`src/rtl/serout_pkg.sv`:
```
package serout_pkg;

  typedef enum logic [1:0] {
    ST_IDLE,
    ST_SETUP,
    ST_CAPT,
    ST_STORE
  } seroutState_e;

  // strobes from the control to the datapath
  typedef struct packed {
    logic load;       // snapshot effective image, start at first bit
    logic advance;    // step to the next bit
    logic clkActive;  // shift clock at capture level
    logic storeOn;    // store pulse
  } seroutStrobe_s;

endpackage

```
`src/rtl/serout_fsm.sv`:
```
module serout_fsm
  import serout_pkg::*;
#(
  parameter int DIV_W = 8
) (
  input  logic             clk,
  input  logic             rstN,
  input  logic [DIV_W-1:0] cfgDivider,
  input  logic             startReq,
  input  logic             lastBit,
  output seroutStrobe_s    strobe,
  output logic             busy
);

  seroutState_e     state;
  logic [DIV_W-1:0] divCnt;
  logic             tickDone;

  assign tickDone = (divCnt == cfgDivider);

  always_ff @(posedge clk) begin
    if (!rstN) begin
      state  <= ST_IDLE;
      divCnt <= '0;
    end else begin
      unique case (state)
        ST_IDLE: begin
          divCnt <= '0;
          if (startReq) state <= ST_SETUP;
        end
        ST_SETUP: begin
          if (tickDone) begin
            divCnt <= '0;
            state  <= ST_CAPT;
          end else begin
            divCnt <= divCnt + DIV_W'(1);
          end
        end
        ST_CAPT: begin
          if (tickDone) begin
            divCnt <= '0;
            state  <= lastBit ? ST_STORE : ST_SETUP;
          end else begin
            divCnt <= divCnt + DIV_W'(1);
          end
        end
        ST_STORE: begin
          divCnt <= '0;
          state  <= ST_IDLE;
        end
        default: state <= ST_IDLE;
      endcase
    end
  end

  always_comb begin
    strobe.load      = (state == ST_IDLE) && startReq;
    strobe.advance   = (state == ST_CAPT) && tickDone && !lastBit;
    strobe.clkActive = (state == ST_CAPT);
    strobe.storeOn   = (state == ST_STORE);
  end

  assign busy = (state != ST_IDLE);

endmodule

```
`src/rtl/serout_path.sv`:
```
module serout_path
  import serout_pkg::*;
#(
  parameter int GROUP_CNT = 3,
  parameter int GROUP_W   = 8,
  parameter int MODEM_W   = 2,
  parameter int PHY_W     = 3,
  parameter logic [GROUP_CNT*GROUP_W-1:0] SHADOW_INIT = '0
) (
  input  logic                           clk,
  input  logic                           rstN,
  input  logic [GROUP_CNT-1:0]           cfgGroupEn,
  input  logic [MODEM_W-1:0]             cfgModemEn,
  input  logic [PHY_W-1:0]               cfgPhy1En,
  input  logic [PHY_W-1:0]               cfgPhy2En,
  input  logic                           cfgRiseEdge,
  input  logic                           swWrEn,
  input  logic [GROUP_CNT*GROUP_W-1:0]   swWrData,
  input  logic                           swKick,
  input  logic [MODEM_W-1:0]             modemSt,
  input  logic [PHY_W-1:0]               phy1St,
  input  logic [PHY_W-1:0]               phy2St,
  input  seroutStrobe_s                  strobe,
  output logic                           startReq,
  output logic                           lastBit,
  output logic                           serData,
  output logic                           serClk,
  output logic                           serStore
);

  localparam int IMG_W   = GROUP_CNT * GROUP_W;
  localparam int IDX_W   = (IMG_W > 1) ? $clog2(IMG_W) : 1;
  localparam int PHY1_LO = MODEM_W;
  localparam int PHY2_LO = MODEM_W + PHY_W;
  localparam int HW_TOP  = MODEM_W + 2 * PHY_W;

  logic [IMG_W-1:0]     swImg;
  logic [IMG_W-1:0]     sentImg;
  logic [IMG_W-1:0]     frameImg;
  logic [IMG_W-1:0]     effImg;
  logic [IMG_W-1:0]     grpMask;
  logic [GROUP_CNT-1:0] grpSnap;
  logic [IDX_W-1:0]     bitIdx;
  logic                 kickPend;
  logic [IDX_W:0]       firstPos;
  logic [IDX_W:0]       nextPos;

  // highest bit of the highest enabled group, with a valid flag on top
  function automatic logic [IDX_W:0] firstIdx(input logic [GROUP_CNT-1:0] en);
    logic [IDX_W:0] r;
    r = '0;
    for (int g = 0; g < GROUP_CNT; g++) begin
      if (en[g]) r = {1'b1, IDX_W'(g * GROUP_W + GROUP_W - 1)};
    end
    return r;
  endfunction

  // next bit to send after idx, skipping disabled groups
  function automatic logic [IDX_W:0] nextIdx(input logic [IDX_W-1:0] idx,
                                             input logic [GROUP_CNT-1:0] en);
    logic [IDX_W:0] r;
    int cur;
    cur = int'(idx);
    r   = '0;
    if ((cur % GROUP_W) != 0) begin
      r = {1'b1, idx - IDX_W'(1)};
    end else begin
      for (int g = 0; g < GROUP_CNT; g++) begin
        if (en[g] && (g < cur / GROUP_W)) r = {1'b1, IDX_W'(g * GROUP_W + GROUP_W - 1)};
      end
    end
    return r;
  endfunction

  // per-bit source selection
  for (genvar i = 0; i < IMG_W; i++) begin : g_bit
    if (i < MODEM_W) begin : g_modem
      assign effImg[i] = cfgModemEn[i] ? modemSt[i] : swImg[i];
    end else if (i < PHY2_LO) begin : g_phy1
      assign effImg[i] = cfgPhy1En[i-PHY1_LO] ? phy1St[i-PHY1_LO] : swImg[i];
    end else if (i < HW_TOP) begin : g_phy2
      assign effImg[i] = cfgPhy2En[i-PHY2_LO] ? phy2St[i-PHY2_LO] : swImg[i];
    end else begin : g_sw
      assign effImg[i] = swImg[i];
    end
  end

  for (genvar g = 0; g < GROUP_CNT; g++) begin : g_mask
    assign grpMask[g*GROUP_W +: GROUP_W] = {GROUP_W{cfgGroupEn[g]}};
  end

  assign firstPos = firstIdx(cfgGroupEn);
  assign nextPos  = nextIdx(bitIdx, grpSnap);
  assign lastBit  = !nextPos[IDX_W];
  assign startReq = (|cfgGroupEn) && (kickPend || (|((effImg ^ sentImg) & grpMask)));

  always_ff @(posedge clk) begin
    if (!rstN) begin
      swImg    <= SHADOW_INIT;
      sentImg  <= SHADOW_INIT;
      frameImg <= SHADOW_INIT;
      grpSnap  <= '0;
      bitIdx   <= '0;
      kickPend <= 1'b0;
    end else begin
      if (swWrEn) swImg <= swWrData;

      if (swKick && (|cfgGroupEn)) kickPend <= 1'b1;
      else if (strobe.load)        kickPend <= 1'b0;

      if (strobe.load) begin
        frameImg <= effImg;
        sentImg  <= effImg;
        grpSnap  <= cfgGroupEn;
        bitIdx   <= firstPos[IDX_W-1:0];
      end else if (strobe.advance) begin
        bitIdx   <= nextPos[IDX_W-1:0];
      end
    end
  end

  assign serData  = frameImg[bitIdx];
  assign serClk   = strobe.clkActive ^ cfgRiseEdge;
  assign serStore = strobe.storeOn;

endmodule

```
`src/rtl/serout_top.sv`:
```
module serout_top
  import serout_pkg::*;
#(
  parameter int GROUP_CNT = 3,
  parameter int GROUP_W   = 8,
  parameter int DIV_W     = 8,
  parameter logic [GROUP_CNT*GROUP_W-1:0] SHADOW_INIT = '0
) (
  input  logic                         clk,
  input  logic                         rstN,
  input  logic [GROUP_CNT-1:0]         cfgGroupEn,
  input  logic [1:0]                   cfgModemEn,
  input  logic [2:0]                   cfgPhy1En,
  input  logic [2:0]                   cfgPhy2En,
  input  logic                         cfgRiseEdge,
  input  logic [DIV_W-1:0]             cfgDivider,
  input  logic                         swWrEn,
  input  logic [GROUP_CNT*GROUP_W-1:0] swWrData,
  input  logic                         swKick,
  input  logic [1:0]                   modemSt,
  input  logic [2:0]                   phy1St,
  input  logic [2:0]                   phy2St,
  output logic                         serData,
  output logic                         serClk,
  output logic                         serStore,
  output logic                         busy
);

  seroutStrobe_s strobe;
  logic          startReq;
  logic          lastBit;

  serout_path #(
    .GROUP_CNT  (GROUP_CNT),
    .GROUP_W    (GROUP_W),
    .MODEM_W    (2),
    .PHY_W      (3),
    .SHADOW_INIT(SHADOW_INIT)
  ) u_path (
    .clk        (clk),
    .rstN       (rstN),
    .cfgGroupEn (cfgGroupEn),
    .cfgModemEn (cfgModemEn),
    .cfgPhy1En  (cfgPhy1En),
    .cfgPhy2En  (cfgPhy2En),
    .cfgRiseEdge(cfgRiseEdge),
    .swWrEn     (swWrEn),
    .swWrData   (swWrData),
    .swKick     (swKick),
    .modemSt    (modemSt),
    .phy1St     (phy1St),
    .phy2St     (phy2St),
    .strobe     (strobe),
    .startReq   (startReq),
    .lastBit    (lastBit),
    .serData    (serData),
    .serClk     (serClk),
    .serStore   (serStore)
  );

  serout_fsm #(
    .DIV_W(DIV_W)
  ) u_fsm (
    .clk       (clk),
    .rstN      (rstN),
    .cfgDivider(cfgDivider),
    .startReq  (startReq),
    .lastBit   (lastBit),
    .strobe    (strobe),
    .busy      (busy)
  );

endmodule

```
`config.mk`:
```
export PLATFORM = sky130hd
export DESIGN_NAME = serout_top
export DESIGN_NICKNAME = d
export VERILOG_FILES = /design/src/rtl/serout_pkg.sv /design/src/rtl/serout_fsm.sv /design/src/rtl/serout_path.sv /design/src/rtl/serout_top.sv
export SDC_FILE = /design/constraint.sdc
export NUM_CORES = 1
export LEC_CHECK = 0
export ABC_AREA = 1
export BUFFER_PORTS_ARGS = -buffer_cell sky130_fd_sc_hd__buf_2
export CORE_ASPECT_RATIO = 1.25
export CORE_MARGIN = 2
export CORE_UTILIZATION = 37
export CTS_CLUSTER_SIZE = 30
export DETAILED_ROUTE_END_ITERATION = 10
export MAX_ROUTING_LAYER = met4
export SYNTH_ARGS = -nofsm -noshare
export SYNTH_HDL_FRONTEND = slang
export SYNTH_SLANG_ARGS = --single-unit
```
`constraint.sdc`:
```
create_clock -name clk -period 1.7 [get_ports clk]
set_input_delay 0.085 -clock clk [delete_from_list [all_inputs] [get_ports clk]]
set_output_delay 0.085 -clock clk [all_outputs]
set_load 0.05 [all_outputs]
```
# Word level (Yosys, flattened, before mapping)
# Index checks and enable logic that the tools add are counted.
[totals]
register_bits = 67
inputBits = 56
output_inout_bits = 4
elab_cells = 70
[classes]
n_addsub = 2
order_cmp = 4
n_eq_ne = 7
n_mux = 28
bitwise = 3
n_reduce_logical = 19
[ops]
columns = ["op", "count"]
rows = [
  ["nonzero test 32 bit", 1],
  ["bitwise AND 24 bit", 1],
  ["two-way mux 6 bit", 4],
  ["OR reduction 24 bit", 1],
  ["XOR 24 bit", 1],
  ["two-way mux 5 bit", 4],
  ["one-hot mux 8 bit (2 select lines)", 1],
  ["two-way mux 1 bit", 11],
  ["adder 8 x 1 -> 8 bit (second input constant)", 1],
  ["equality test 8 bit", 1],
  ["logical AND 1 bit", 8],
  ["two-way mux 2 bit", 4],
  ["two-way mux 8 bit", 1],
  ["one-hot mux 2 bit (4 select lines)", 1],
  ["less-than comparator 5 x 6 -> 1 bit (second input constant)", 1],
  ["inequality test 2 x 1 -> 1 bit (second input constant)", 3],
  ["nonzero test 2 bit", 3],
  ["binary-select mux 1 bit (select 5 bit)", 1],
  ["subtractor 5 x 1 -> 5 bit (second input constant)", 1],
  ["equality test 2 bit (second input constant)", 2],
  ["less-than comparator 1 x 2 -> 1 bit (first input constant)", 2],
  ["OR reduction 2 bit", 2],
  ["two-way mux 3 bit", 1],
  ["AND reduction 3 bit", 1],
  ["other kinds (6)", 6],
]

# Depth between registers and ports, before layout
[depth]
word_depth = 9
mapped_depth = 15
ltp_nobuf = 15

# Cells and area by module
# Synthesis repeated with hierarchy kept, for this count alone.
[unflattened]
hier_cells = 572
area_unflattened_um2 = 3651.0
[by_module_without_submodules]
columns = ["module", "n_inst", "cells_per_inst", "area_per_inst_um2", "seq_area_each_um2"]
rows = [
  ["serout_path", 1, 453, 2941.6, 1141.1],
  ["serout_fsm", 1, 119, 709.4, 200.2],
]

# Worst setup path before layout
# No wires, ideal clock.
[synth_path]
path_type = "reg-to-output"
startpoint = "register u_path.bitIdx[0]"
endpoint = "output serData"
arrival_time_ps = 2654
t_required_ps = 1615
path_slack_ps = -1039
stages_incl_launch_ff = 7
n_path_buf = 1
path_cell_list = "dfxtp_1 buf_2 clkinv_1 nor2_1 o21ai_0 nor2_1 o311ai_0"
[synth_via]
elab_chain_len = 2
[synth_rtl]
columns = ["item", "line_no", "rtl"]
rows = [
  ["from (decl)", "serout_path.sv:43", "logic [IDX_W-1:0] bitIdx;"],
  ["from (signal assigned)", "serout_path.sv:115", "bitIdx <= firstPos[IDX_W-1:0];"],
  ["from (signal assigned)", "serout_path.sv:117", "bitIdx <= nextPos[IDX_W-1:0];"],
  ["binary-select mux 1 bit (select 5 bit)", "serout_path.sv:122", "assign serData = frameImg[bitIdx];"],
  ["two-way mux 1 bit (implied by the code)", "serout_path.sv:122", ""],
  ["to (decl)", "serout_top.sv:23", "output logic serData,"],
]
# No other way between the ends. The select of a mux whose other input is x is not followed.

# Final worst setup path
# Same ends and word-level chain as after synthesis.

==> results.sh <==
export IMPL_cp_max_fo=5
export IMPL_synth_edff_count=0
export IMPL_ys_ff_latch=67
export IMPL_synth_avg_cell_area_um2=6.75
export IMPL_hold_class="in -> reg"
export IMPL_hold_viol=0
export IMPL_grt_pass1_wl_um=16300
export IMPL_core_um2=9610
export IMPL_vias=3804
export IMPL_max_cap_violations=0
export IMPL_async_flop_share_pct=0
export IMPL_power_density_nw_per_um2=1580
export IMPL_die_x_um=92.6
export IMPL_hold_depth=3
export IMPL_routed_via_density=4.86
export IMPL_ys_flop_type="dfxtp_1"
export IMPL_start_util_pct=37.8
export IMPL_critPathCaptureType="output pin"
export IMPL_tns_ns=-0.147
export IMPL_tightest_slew_ns=0.691
export IMPL_antenna_found_initial=0
export IMPL_io_buffers=59
export IMPL_routabilityCongestion=0.817
export IMPL_cts_tree="built"
export IMPL_syn_inst=538
export IMPL_finalCritPeriodShare_pct=105
export IMPL_fin_nets=711
export IMPL_max_clock_freq_ghz=0.561
export IMPL_skew_ns=0.00603
export IMPL_status="complete, but fails checks"
export IMPL_cts_sinks=67
export IMPL_numCtsBuffers=9
export IMPL_drtIter0Drc=103
export IMPL_met1_usage_pct=22.6
export IMPL_rsz0062_at_grt="true"
export IMPL_drtAntennaViolNets=0
export IMPL_clkLatencyLatePin_ns=0.34
export IMPL_rows=40
export IMPL_drt_pass1_iter_count=4
export IMPL_grt_use_met2_pct=34.3
export IMPL_totalPowerFinal_uw=8490
export IMPL_fin_hold_ws_ns=0.0202
export IMPL_grt_ovfl_total=0
export IMPL_die_area_um2=10600
export IMPL_yosysUniqueCellTypes=37
export IMPL_synth_nets=597
export IMPL_critical_path_class="reg -> out"
export IMPL_r2r_cells=12
export IMPL_synth_area_um2=3630
export IMPL_wire_per_inst_um=12.9
export IMPL_route_detailed_drc=0
export IMPL_crit_required_ns=1.62
export IMPL_crit_arrival_ns=1.70
export IMPL_leakage_uw=0.00238
export IMPL_period_needed_ns=1.78
export IMPL_htreeDepth=3
export IMPL_grt_busiest_layer="met2"
export IMPL_max_vdd_ir_drop_uv=648
export IMPL_final_cell_mix="103 x nand2_1, 58 x buf_2, 57 x inv_1"
export IMPL_die_h_um=115
export IMPL_cts_buffer_depth=2
export IMPL_fin_util_pct=55.9
export IMPL_setup_ws_ns=-0.0815
export IMPL_gr_usage_all_layers_pct=19.9
export IMPL_met3_usage_pct=4.26
export IMPL_area_growth_pct=47.9
export IMPL_drive_above_1_share_pct=37.0
export IMPL_synth_yosys_seq_area_share_pct=36.9
export IMPL_setup_violations=10
export IMPL_dp_hpwl_um=6630
export IMPL_violations="negative setup slack"
export IMPL_boundaryPins=60
export IMPL_grt_pass1_vias=3625
export IMPL_diodes=0
export IMPL_root_buffer="clkbuf_16"
export IMPL_drv_slew=0
export IMPL_worstSetupStartpointType="register"
export IMPL_clkTransAtPathRegs_ns=0.05
export IMPL_grt_max_degree=27
export IMPL_layout_commonest_cell="nand2_1"
export IMPL_slew_headroom_pct=53.8
export IMPL_ys_warn_count=0
export IMPL_postRouteWirelength_um=10100
export IMPL_nFillCells=914
==> cell families after synthesis <==
family / synth area share (%)
AO/OA/AOI/OAI: 20.1
adder cells (fa/ha/maj): 1.03
buffers and inverters: 9.68
XOR/XNOR: 2.17
flip-flops: 36.9
AND/OR/NAND/NOR: 30.1
==> worst max-delay path: stages (launching register included) <==
cell and delay, ns:
dfxtp_4 0.39, clkbuf_16 0.15, buf_4 0.10, o21ai_1 0.06, o21ai_1 0.11, nor2_2 0.07, o311ai_4 0.28, buf_6 0.20
==> routing by layer <==
| layer | routed length, um | vias up | share of wire [%] |
|---|---|---|---|
| met2 | 4950 | 67 | 49 |
| met1 | 4530 | 1744 | 45 |
| li1 | - | 1975 | - |
| met3 | 345 | 18 | 3.4 |
| met4 | 255 | 0 | 2.5 |
| met5 | 0 | - | 0 |
==> power by group <==
part           internal (uW)  total [uW]  switching (uW)  leakage, uW
Combinational           2150        4590            2440      0.00169
Sequential              1930        2220             295     0.000558
Clock                   1010        1680             667     0.000132
==> synth_stat cells (all sizes together), types with 2 or more instances <==
| cell type | instances | area share, % |
|---|---|---|
| ha | 3 | 1.0 |
| inv | 59 | 6.1 |
| a21oi | 56 | 9.9 |
| clkinv | 2 | 0.21 |
| dfxtp | 67 | 37 |
| buf | 10 | 2.2 |
| nand4 | 3 | 0.52 |
| xor2 | 6 | 1.4 |
| nand2 | 126 | 14 |
| o21ai | 65 | 9.0 |
| xnor2 | 3 | 0.72 |
| nand3 | 46 | 6.8 |
| nor2 | 58 | 6.2 |
| clkbuf | 11 | 1.2 |
| a31oi | 2 | 0.34 |
| or2 | 12 | 2.1 |
| nor3 | 3 | 0.41 |
==> path summary, 6_finish.rpt <==
kind | from | to | slack (ns)
max reg2reg | u_path.swImg[15] | u_path.sentImg[13] | -0.02
min reg2reg | u_path.grpSnap[1] | u_path.grpSnap[1] | 0.47
max | u_path.bitIdx[0] | serData | -0.08
min | swKick | u_path.kickPend | 0.02
==> flip-flops by register name (all words and copies together), names as in the netlist <==
name	cells
u_fsm.state	2
u_path.swImg	24
u_path.sentImg	24
u_path.kickPend	1
u_path.bitIdx	5
u_fsm.divCnt	8
u_path.grpSnap	3
==> timing repair <==
action                     in CTS  in global routing
pin swaps                      14                 22
hold endpoints to repair       14                  0
resized for setup              41                102
setup endpoints to repair      21                 36
buffers inserted               14                  5
hold buffers                   14                  0
cloned                          3                  4
==> per-stage QoR <==
step / instances / instance area (um^2) / setup slack, ns
after CTS: 776 / 4890 / -0.119
after global routing: 782 / 5370 / -0.175
after floorplan: 538 / 3640 / 0.00841
after global placement: 730 / 4210 / -0.00221
final: 782 / 5370 / -0.0815
after detailed placement: 730 / 4210 / -0.0511
==> cell type report <==
type / count / area, um^2 / area share, %
flip-flops and latches: 67 / 1360 / 25.3
clock buffers: 12 / 246 / 4.59
clock inverters: 3 / 15.0 / 0.280
well taps: 126 / 158 / 2.94
repair buffers: 124 / 1020 / 19.1
inverters: 61 / 234 / 4.36
multi-input cells: 389 / 2330 / 43.5
Note: power is estimated with default switching activity, not from simulation.
